`src/rtl/dco_accum.sv`:
```
module dco_accum #(
  parameter int DW         = 14,
  parameter int KW         = 4,
  parameter int SHIFT_BASE = 14,
  parameter int K_MAX      = 13
) (
  input  logic                 clk,
  input  logic                 rst_n,
  input  logic                 upd_en,
  input  logic signed [DW-1:0] x,
  input  logic [KW-1:0]        k,
  output logic signed [DW-1:0] est
);
  localparam int FRAC = SHIFT_BASE + K_MAX;
  localparam int AW   = DW + FRAC;
  localparam int SW   = $clog2(FRAC + 1);

  function automatic logic [KW-1:0] clamp_k(input logic [KW-1:0] kin);
    return (kin > KW'(K_MAX)) ? KW'(K_MAX) : kin;
  endfunction

  logic signed [AW-1:0] acc_q, acc_nxt, x_ext;
  logic signed [AW:0]   diff, step;
  logic [KW-1:0]        k_eff;
  logic [SW-1:0]        shamt;

  always_comb begin
    k_eff   = clamp_k(k);
    shamt   = SW'(k_eff) + SW'(SHIFT_BASE);
    x_ext   = {x, {FRAC{1'b0}}};
    diff    = $signed({x_ext[AW-1], x_ext}) - $signed({acc_q[AW-1], acc_q});
    step    = diff >>> shamt;
    acc_nxt = acc_q + step[AW-1:0];
  end

  always_ff @(posedge clk) begin
    if (!rst_n)      acc_q <= '0;
    else if (upd_en) acc_q <= acc_nxt;
  end

  assign est = acc_q[AW-1:FRAC];

  p_idle_hold_r5: assert property (@(posedge clk) disable iff (!rst_n)
    !upd_en |=> $stable(acc_q));
  p_toward_up_r2: assert property (@(posedge clk) disable iff (!rst_n)
    upd_en && (x_ext >= acc_q) |=> (acc_q >= $past(acc_q)) && (acc_q <= $past(x_ext)));
  p_toward_dn_r2: assert property (@(posedge clk) disable iff (!rst_n)
    upd_en && (x_ext < acc_q) |=> (acc_q <= $past(acc_q)) && (acc_q >= $past(x_ext)));
endmodule

```
`src/rtl/dco_apply.sv`:
```
module dco_apply #(
  parameter int DW = 14
) (
  input  logic                 en,
  input  logic signed [DW-1:0] x,
  input  logic signed [DW-1:0] est,
  output logic signed [DW-1:0] y
);
  localparam logic signed [DW-1:0] MAXV = {1'b0, {(DW-1){1'b1}}};
  localparam logic signed [DW-1:0] MINV = {1'b1, {(DW-1){1'b0}}};

  function automatic logic signed [DW-1:0] sat_sub(input logic signed [DW-1:0] a,
                                                  input logic signed [DW-1:0] b);
    logic signed [DW:0] d;
    d = $signed({a[DW-1], a}) - $signed({b[DW-1], b});
    if (d[DW] != d[DW-1]) return d[DW] ? MINV : MAXV;
    return d[DW-1:0];
  endfunction

  assign y = en ? sat_sub(x, est) : x;
endmodule

```
`src/rtl/dco_corrector.sv`:
```
module dco_corrector #(
  parameter int DW         = 14,
  parameter int KW         = 4,
  parameter int SHIFT_BASE = 14,
  parameter int K_MAX      = 13
) (
  input  logic          clk,
  input  logic          rst_n,
  input  logic          in_valid,
  input  logic [DW-1:0] in_data,
  input  logic          cfg_freeze,
  input  logic [KW-1:0] cfg_shift,
  input  logic          cfg_path_en,
  input  logic          cfg_mon_en,
  output logic          out_valid,
  output logic [DW-1:0] out_data,
  output logic [DW-1:0] mon_data,
  output logic [7:0]    est_lo,
  output logic [DW-9:0] est_hi
);
  logic signed [DW-1:0] est, path_y, mon_y;
  logic                 upd_en;

  assign upd_en = in_valid && !cfg_freeze;

  dco_accum #(.DW(DW), .KW(KW), .SHIFT_BASE(SHIFT_BASE), .K_MAX(K_MAX)) u_accum (
    .clk(clk), .rst_n(rst_n), .upd_en(upd_en), .x(in_data), .k(cfg_shift), .est(est));

  dco_apply #(.DW(DW)) u_path (.en(cfg_path_en), .x(in_data), .est(est), .y(path_y));
  dco_apply #(.DW(DW)) u_mon  (.en(cfg_mon_en),  .x(in_data), .est(est), .y(mon_y));

  always_ff @(posedge clk) begin
    if (!rst_n) begin
      out_valid <= 1'b0;
      out_data  <= '0;
      mon_data  <= '0;
    end else begin
      out_valid <= in_valid;
      if (in_valid) begin
        out_data <= path_y;
        mon_data <= mon_y;
      end
    end
  end

  assign est_lo = est[7:0];
  assign est_hi = est[DW-1:8];

  p_out_valid_r9: assert property (@(posedge clk) disable iff (!rst_n)
    out_valid == $past(in_valid));
  p_freeze_hold_r4: assert property (@(posedge clk) disable iff (!rst_n)
    cfg_freeze |=> $stable({est_hi, est_lo}));
  p_bypass_r6: assert property (@(posedge clk) disable iff (!rst_n)
    in_valid && !cfg_path_en |=> out_data == $past(in_data));
  p_mon_bypass_r7: assert property (@(posedge clk) disable iff (!rst_n)
    in_valid && !cfg_mon_en |=> mon_data == $past(in_data));
  p_out_hold_r5: assert property (@(posedge clk) disable iff (!rst_n)
    !in_valid |=> $stable(out_data) && $stable(mon_data));
endmodule

```
`config.mk`:
```
export PLATFORM = sky130hd
export DESIGN_NAME = dco_corrector
export DESIGN_NICKNAME = d
export VERILOG_FILES = /design/src/rtl/dco_accum.sv /design/src/rtl/dco_apply.sv /design/src/rtl/dco_corrector.sv
export SDC_FILE = /design/constraint.sdc
export NUM_CORES = 1
export LEC_CHECK = 0
export BUFFER_PORTS_ARGS = -buffer_cell sky130_fd_sc_hd__clkbuf_2
export CAP_MARGIN = 10
export CORE_ASPECT_RATIO = 1.4
export CORE_MARGIN = 3
export CORE_UTILIZATION = 65
export CTS_CLUSTER_DIAMETER = 100
export DETAILED_ROUTE_END_ITERATION = 8
export HOLD_SLACK_MARGIN = 0.08
export MAX_ROUTING_LAYER = met4
export PLACE_DENSITY = 0.93
export SYNTH_ARGS = -nofsm -noshare
export SYNTH_HDL_FRONTEND = slang
export SYNTH_HIERARCHICAL = 1
export SYNTH_SLANG_ARGS = --single-unit
export TNS_END_PERCENT = 1
```
`constraint.sdc`:
```
create_clock -name clk -period 13.7 [get_ports clk]
set_input_delay 1.37 -clock clk [delete_from_list [all_inputs] [get_ports clk]]
set_output_delay 1.37 -clock clk [all_outputs]
set_load 0.05 [all_outputs]
```
Yosys cells after proc, flatten, opt, wreduce, memory -nomap -nowiden --
Cells that the tools add are included.
Storage, ports and cells: register bits after elaboration 70, bits of input ports 24
Operators by class: equality and inequality tests 1, order comparisons 1, reductions and logical operators 2, shifts and indexed selects 1, add/subtract/negate cells 4, multiplexer cells 7
Operator list (number):
- $mux W14 | 5
- $sshr A42 B5 Y41 | 1
- $sub A41 B41 Y42 | 1
- $add A41 B41 Y41 | 1
- $sub A14 B14 Y15 | 1
- $add A4 B4 Y5 const B | 1
- $gt A4 B4 Y1 const B | 1
- $mux W4 | 1
- $logic_and A1 B1 Y1 | 1
- $logic_not A1 Y1 | 1
- $mux W1 | 1
- $ne A1 B1 Y1 | 1

Logic depth before layout (Yosys ltp) --
depth in word-level cells 5, gate-level depth with buffers 25

Modules after synthesis --
Netlist, hierarchy kept.
Modules (own cells, without submodules):
- dco_accum | cells an instance 928, area each 6723.9 um^2, instances 1
- dco_apply | cells an instance 150, area each 1029.7 um^2, instances 2
- dco_corrector | cells an instance 94, area each 1133.6 um^2, instances 1

Least setup slack after synthesis --
Ideal clock, no wire load.
path kind input-to-reg, from input cfg_shift[1], to register u_accum.acc_q[28], arrival 5.984 ns, stages on the path 23, setup time 0.122 ns, slack 7.595 ns, cell sequence buf_2 -> a21bo_2 -> clkbuf_1 -> a21o_1 -> buf_1 -> clkbuf_1 -> o21ai_0 -> mux2i_1 -> mux2i_1 -> a21oi_1 -> ha_1 -> inv_1 -> fa_1 -> nor2b_1 -> o31ai_1 -> a2111o_1 -> and3b_1 -> o211a_1 -> nor3_1 -> a221oi_1 -> o21ai_0 -> mux2i_1 -> nand3_1
On the way: word-level cells in the longest chain between the ends 5
Ends and longest elaborated chain:
- start, declared | RTL line dco_corrector.sv:12 | input logic [KW-1:0] cfg_shift,
- $gt A4 B4 Y1 | RTL line dco_accum.sv:19 | return (kin > KW'(K_MAX)) ? KW'(K_MAX) : kin;
- $mux W4 (*) | RTL line dco_accum.sv:19
- $add A4 B4 Y5 (*) | RTL line dco_accum.sv:29 | shamt = SW'(k_eff) + SW'(SHIFT_BASE);
- $sshr A42 B5 Y41 (*) | RTL line dco_accum.sv:32 | step = diff >>> shamt;
- $add A41 B41 Y41 (*) | RTL line dco_accum.sv:33 | acc_nxt = acc_q + step[AW-1:0];
- end signal, assigned | RTL line dco_accum.sv:38 | else if (upd_en) acc_q <= acc_nxt;
- end, declared | RTL line dco_accum.sv:22 | logic signed [AW-1:0] acc_q, acc_nxt, x_ext;
Mark *: on every way between the ends. The rest lies on a longest branch, timed or not. A chain may end at the register's enable or synchronous reset.

Worst setup path after layout --
from input cfg_shift[3], to register u_accum.acc_q[40]
Same word-level chain as after synthesis.

==> impl_metrics.yaml <==
floorplanning:
  core_um2: 14700
  num_io_pins: 67
  die_h_um: 152
  start_util_pct: 67.4
  rows: 52
  dieArea_um2: 16800
  die_x_um: 110
yosys:
  synthAdderAreaFrac_pct: 11.1
  async_flop_share_pct: 0
  synth.avg_cell_area_um2: 7.50
  ys_warn_count: 6
  syn_area_um2: 9920
  muxShareOfSynthArea_pct: 8.48
  synth_top_area_share_pct: 14.1
  synth_xor_area_share_pct: 5.27
  synth.largest_area_cell: "dfxtp_1"
  synthFlopType: "dfxtp_1"
  synth_compound_area_share_pct: 31.6
  syn_inst: 1322
  yosysUniqueCellTypes: 97
  synthTopCellsByArea: "dfxtp_1 (14%), ha_1 (10%), mux2i_1 (7.0%)"
  ys_seq_area_share_pct: 14.1
  synth_top_family_by_area: "compound AO/OA/AOI/OAI gates"
  synthSimpleGateAreaFrac_pct: 22.1
  syn-num-nets: 1432
  synth_edf_count: 0
  ys_ff_latch: 70
timing:
  fin_tns_setup_ps: 0
  slew_violations: 0
  fin_crit_sh_pct: 54.5
  setup_ws_ps: 6230
  finalHoldViolations: 0
  setup_violations: 0
  worst_slew_pin_slew_ps: 1030
  min_period_ps: 7470
  fin_skew_ps: 6.26
  max_freq_ghz: 0.134
  rsz0062_at_grt: "no"
  hold_ws_ps: 508
  slew_headroom_pct: 31.0
global_routing:
  grt_overflow: 0
  grt_max_degree: 82
  grt_use_total_pct: 39.1
  antenna_found_initial: 0
  grt_pass1_wl_mm: 50.9
  grt_pass1_vias: 9978
routing:
  num_vias: 10600
  drc: 0
  drtPass1Iterations: 6
  post_drt_via_cell_ratio: 7.00
  postRouteAntennaNets: 0
  wl_per_cell_um: 21.5
  routed_wl_mm: 32.5
  drt-initial-drc-count: 1254
power:
  total_power_mw: 1.96
  pwr-share-clk_pct: 11.2
  ir_drop_mv: 0.105
  leakage_nw: 4.40
  seqPwrFrac_pct: 16.1
  p_switching_mw: 1.07
  p_int_uw: 892
  p_sw_share_pct: 54.5
  comb_power_share_pct: 72.8
  power_density_nw_per_um2: 190
worst_setup_path:
  r2r-end: "u_accum/acc_q[40]$_SDFFE_PN0P_"
  crit_required_ps: 13930
  ff2ff_path_depth: 23
  critPathTopFamily: "compound AO/OA/AOI/OAI gates"
  worst_ep_arrival_time_ps: 7700
  path_buf_inv: 3
  slowest_delay_ps: 630
  reg2reg_from: "u_accum/acc_q[28]$_SDFFE_PN0P_"
  path_cells: "clkbuf_2 -> a21bo_2 -> a21o_1 -> buf_4 -> o21ai_1 -> a221o_1 -> a21oi_2 -> nor2_1 -> a21oi_1 -> a211oi_1 -> a21oi_1 -> ha_1 -> inv_1 -> fa_1 -> nor2b_1 -> o31ai_1 -> a2111o_1 -> a211oi_1 -> o31ai_1 -> o21ai_0 -> nand4_1 -> o21ai_0 -> a21oi_1 -> nand4b_1"
  critPathMostFrequentCell: "a21oi_1"
  r2r_slack_ps: 6990
  cp.depth: 24
  slowest_stage: "a21o_1"
  path_class: "in -> reg"
  end_kind: "flip-flop"
  critPathLaunch: "cfg_shift[3]"
  crit_end: "u_accum/acc_q[40]$_SDFFE_PN0P_"
  start_kind: "primary input"
  cp_max_fo: 42
clock_tree:
  cts_tree: "done"
  cts-buffers-inserted: 9
  post-cts-setup-buffer-count: 0
  insertion_delay_ps: 350
  clk_pin_slew_ps: 60
  cts-root-buf: "clkbuf_16"
  cts_buffer_depth: 2
  clock-sinks: 70
  cts-resized-gates: 0
  cts-hold-fix-buffers: 0
  htree_levels: 3
cells_and_area:
  final_nets: 1431
  multiInputGateArea_um2: 7800
  area.growth.synth_to_final_pct: 4.31
  drive_gt1_share_pct: 11.5
  fillCellCount: 1294
  seq_area_um2: 1400
  antenna_cells: 0
worst_hold_path:
  min_path_cells: 2
  hp-class: "reg -> reg"
run_status:
  run_status: "completed"
flow_run:
  cap_violations: 0
placed_design:
  io_buffers: 66
  hpwl_mm: 24.2
  dp_slack_ps: 6070
  gp_congestion: 1.04
==> how the worst min path moves through the flow <==
stage	to	slack, ps	from
2_1_floorplan	u_accum/acc_q[4]$_SDFFE_PN0P_	470	u_accum/acc_q[4]$_SDFFE_PN0P_
3_3_place_gp	u_accum/acc_q[4]$_SDFFE_PN0P_	490	u_accum/acc_q[4]$_SDFFE_PN0P_
3_5_place_dp	u_accum/acc_q[4]$_SDFFE_PN0P_	500	u_accum/acc_q[4]$_SDFFE_PN0P_
4_1_cts	u_accum/acc_q[4]$_SDFFE_PN0P_	510	u_accum/acc_q[4]$_SDFFE_PN0P_
5_1_grt	u_accum/acc_q[4]$_SDFFE_PN0P_	550	u_accum/acc_q[4]$_SDFFE_PN0P_
6_report	u_accum/acc_q[4]$_SDFFE_PN0P_	510	u_accum/acc_q[4]$_SDFFE_PN0P_
==> registers in the layout, summed over array words and instances (netlist names) <==
| name | count |
|---|---|
| mon_data | 14 |
| out_data | 14 |
| out_valid | 1 |
| u_accum/acc_q | 41 |
==> routing by layer <==
layer | up-vias | wire length (um) | track usage (%)
met5 | - | 0 | -
met4 | 0 | 3170 | 30.5
met3 | 200 | 2580 | 6.99
met2 | 649 | 15400 | 63.9
met1 | 4843 | 11400 | 40.4
li1 | 4906 | - | -
==> synthesized netlist by cell type, drive strengths merged, types with 8 or more instances <==
master and count:
nor2 116, buf 41, and3 17, nor2b 69, nand4 14, a211o 14
ha 83, inv 66, a21oi 122, o211ai 19, and2 8, o21ai 74
nand3 27, a31oi 41, clkbuf 44, dfxtp 70, a211oi 22, o31a 10
or2 13, o31ai 9, xnor2 31, or3 9, xor2 27, nor3 31
o22ai 25, o21a 17, a21o 35, nand2 77, mux2i 72
==> placed cells by master, fill, tap and decap left out, types with 6 or more instances in the layout <==
cell and n:
nand3_1 27, nor2_1 116, and2_1 7, dfxtp_1 70
ha_1 83, nand2_1 76, a211o_1 14, nor2b_1 68
a21o_1 35, or3_1 9, mux2i_1 69, nand4_1 14
o22ai_2 6, xnor2_1 30, clkbuf_2 66, o211ai_1 19
a211oi_1 19, o21bai_1 7, clkbuf_16 9, a21oi_1 116
o21ai_1 10, o22ai_1 19, inv_1 66, buf_4 7
and3_1 17, or2_2 11, xor2_1 26, o31a_1 8
o21a_1 17, o31ai_1 9, o21ai_0 64, a31oi_1 40
nor3_1 26
==> tightest hold or removal path, delay by kind of cell (launching register included) <==
kind / cells / cell delay, ps
flip-flops: 1 / 330
AND/OR/NAND/NOR: 1 / 70
AO/OA/AOI/OAI: 1 / 60
==> area by class of cell <==
class | count | area share [%]
flip-flops and latches | 70 | 13.5
well taps | 189 | 2.29
repair buffers | 73 | 3.70
inverters | 68 | 2.47
clock buffers | 9 | 2.18
clock inverters | 6 | 0.375
multi-input cells | 1099 | 75.4
==> power groups by stage <==
stage          sequential [mW]  combinational (mW)  clock (mW)
5_1_grt                  0.319                1.54       0.231
3_3_place_gp             0.314                1.35           0
3_5_place_dp             0.316                1.37           0
6_report                 0.315                1.43       0.219
2_1_floorplan            0.325                1.07           0
4_1_cts                  0.312                1.38       0.223
==> kinds of logic (layout without fill, tap and decap cells) <==
family | Yosys count | after routing
DFF | 70 | 70
adders and majority gates | 86 | 86
and+or+nand+nor | 417 | 417
buffers and inverters | 153 | 156
AOI/OAI and AO/OA | 460 | 460
xor gates and xnor gates | 58 | 58
muxes | 78 | 78
==> stage by stage <==
stage	util (%)	cell area [um2]	cells
after global routing	70.4	10300	1514
final	70.4	10300	1514
after detailed placement	68.6	10100	1499
after floorplan	-	9920	1322
after CTS	70.4	10300	1514
after global placement	68.6	10100	1499
Power figures use the tool's default switching activity.
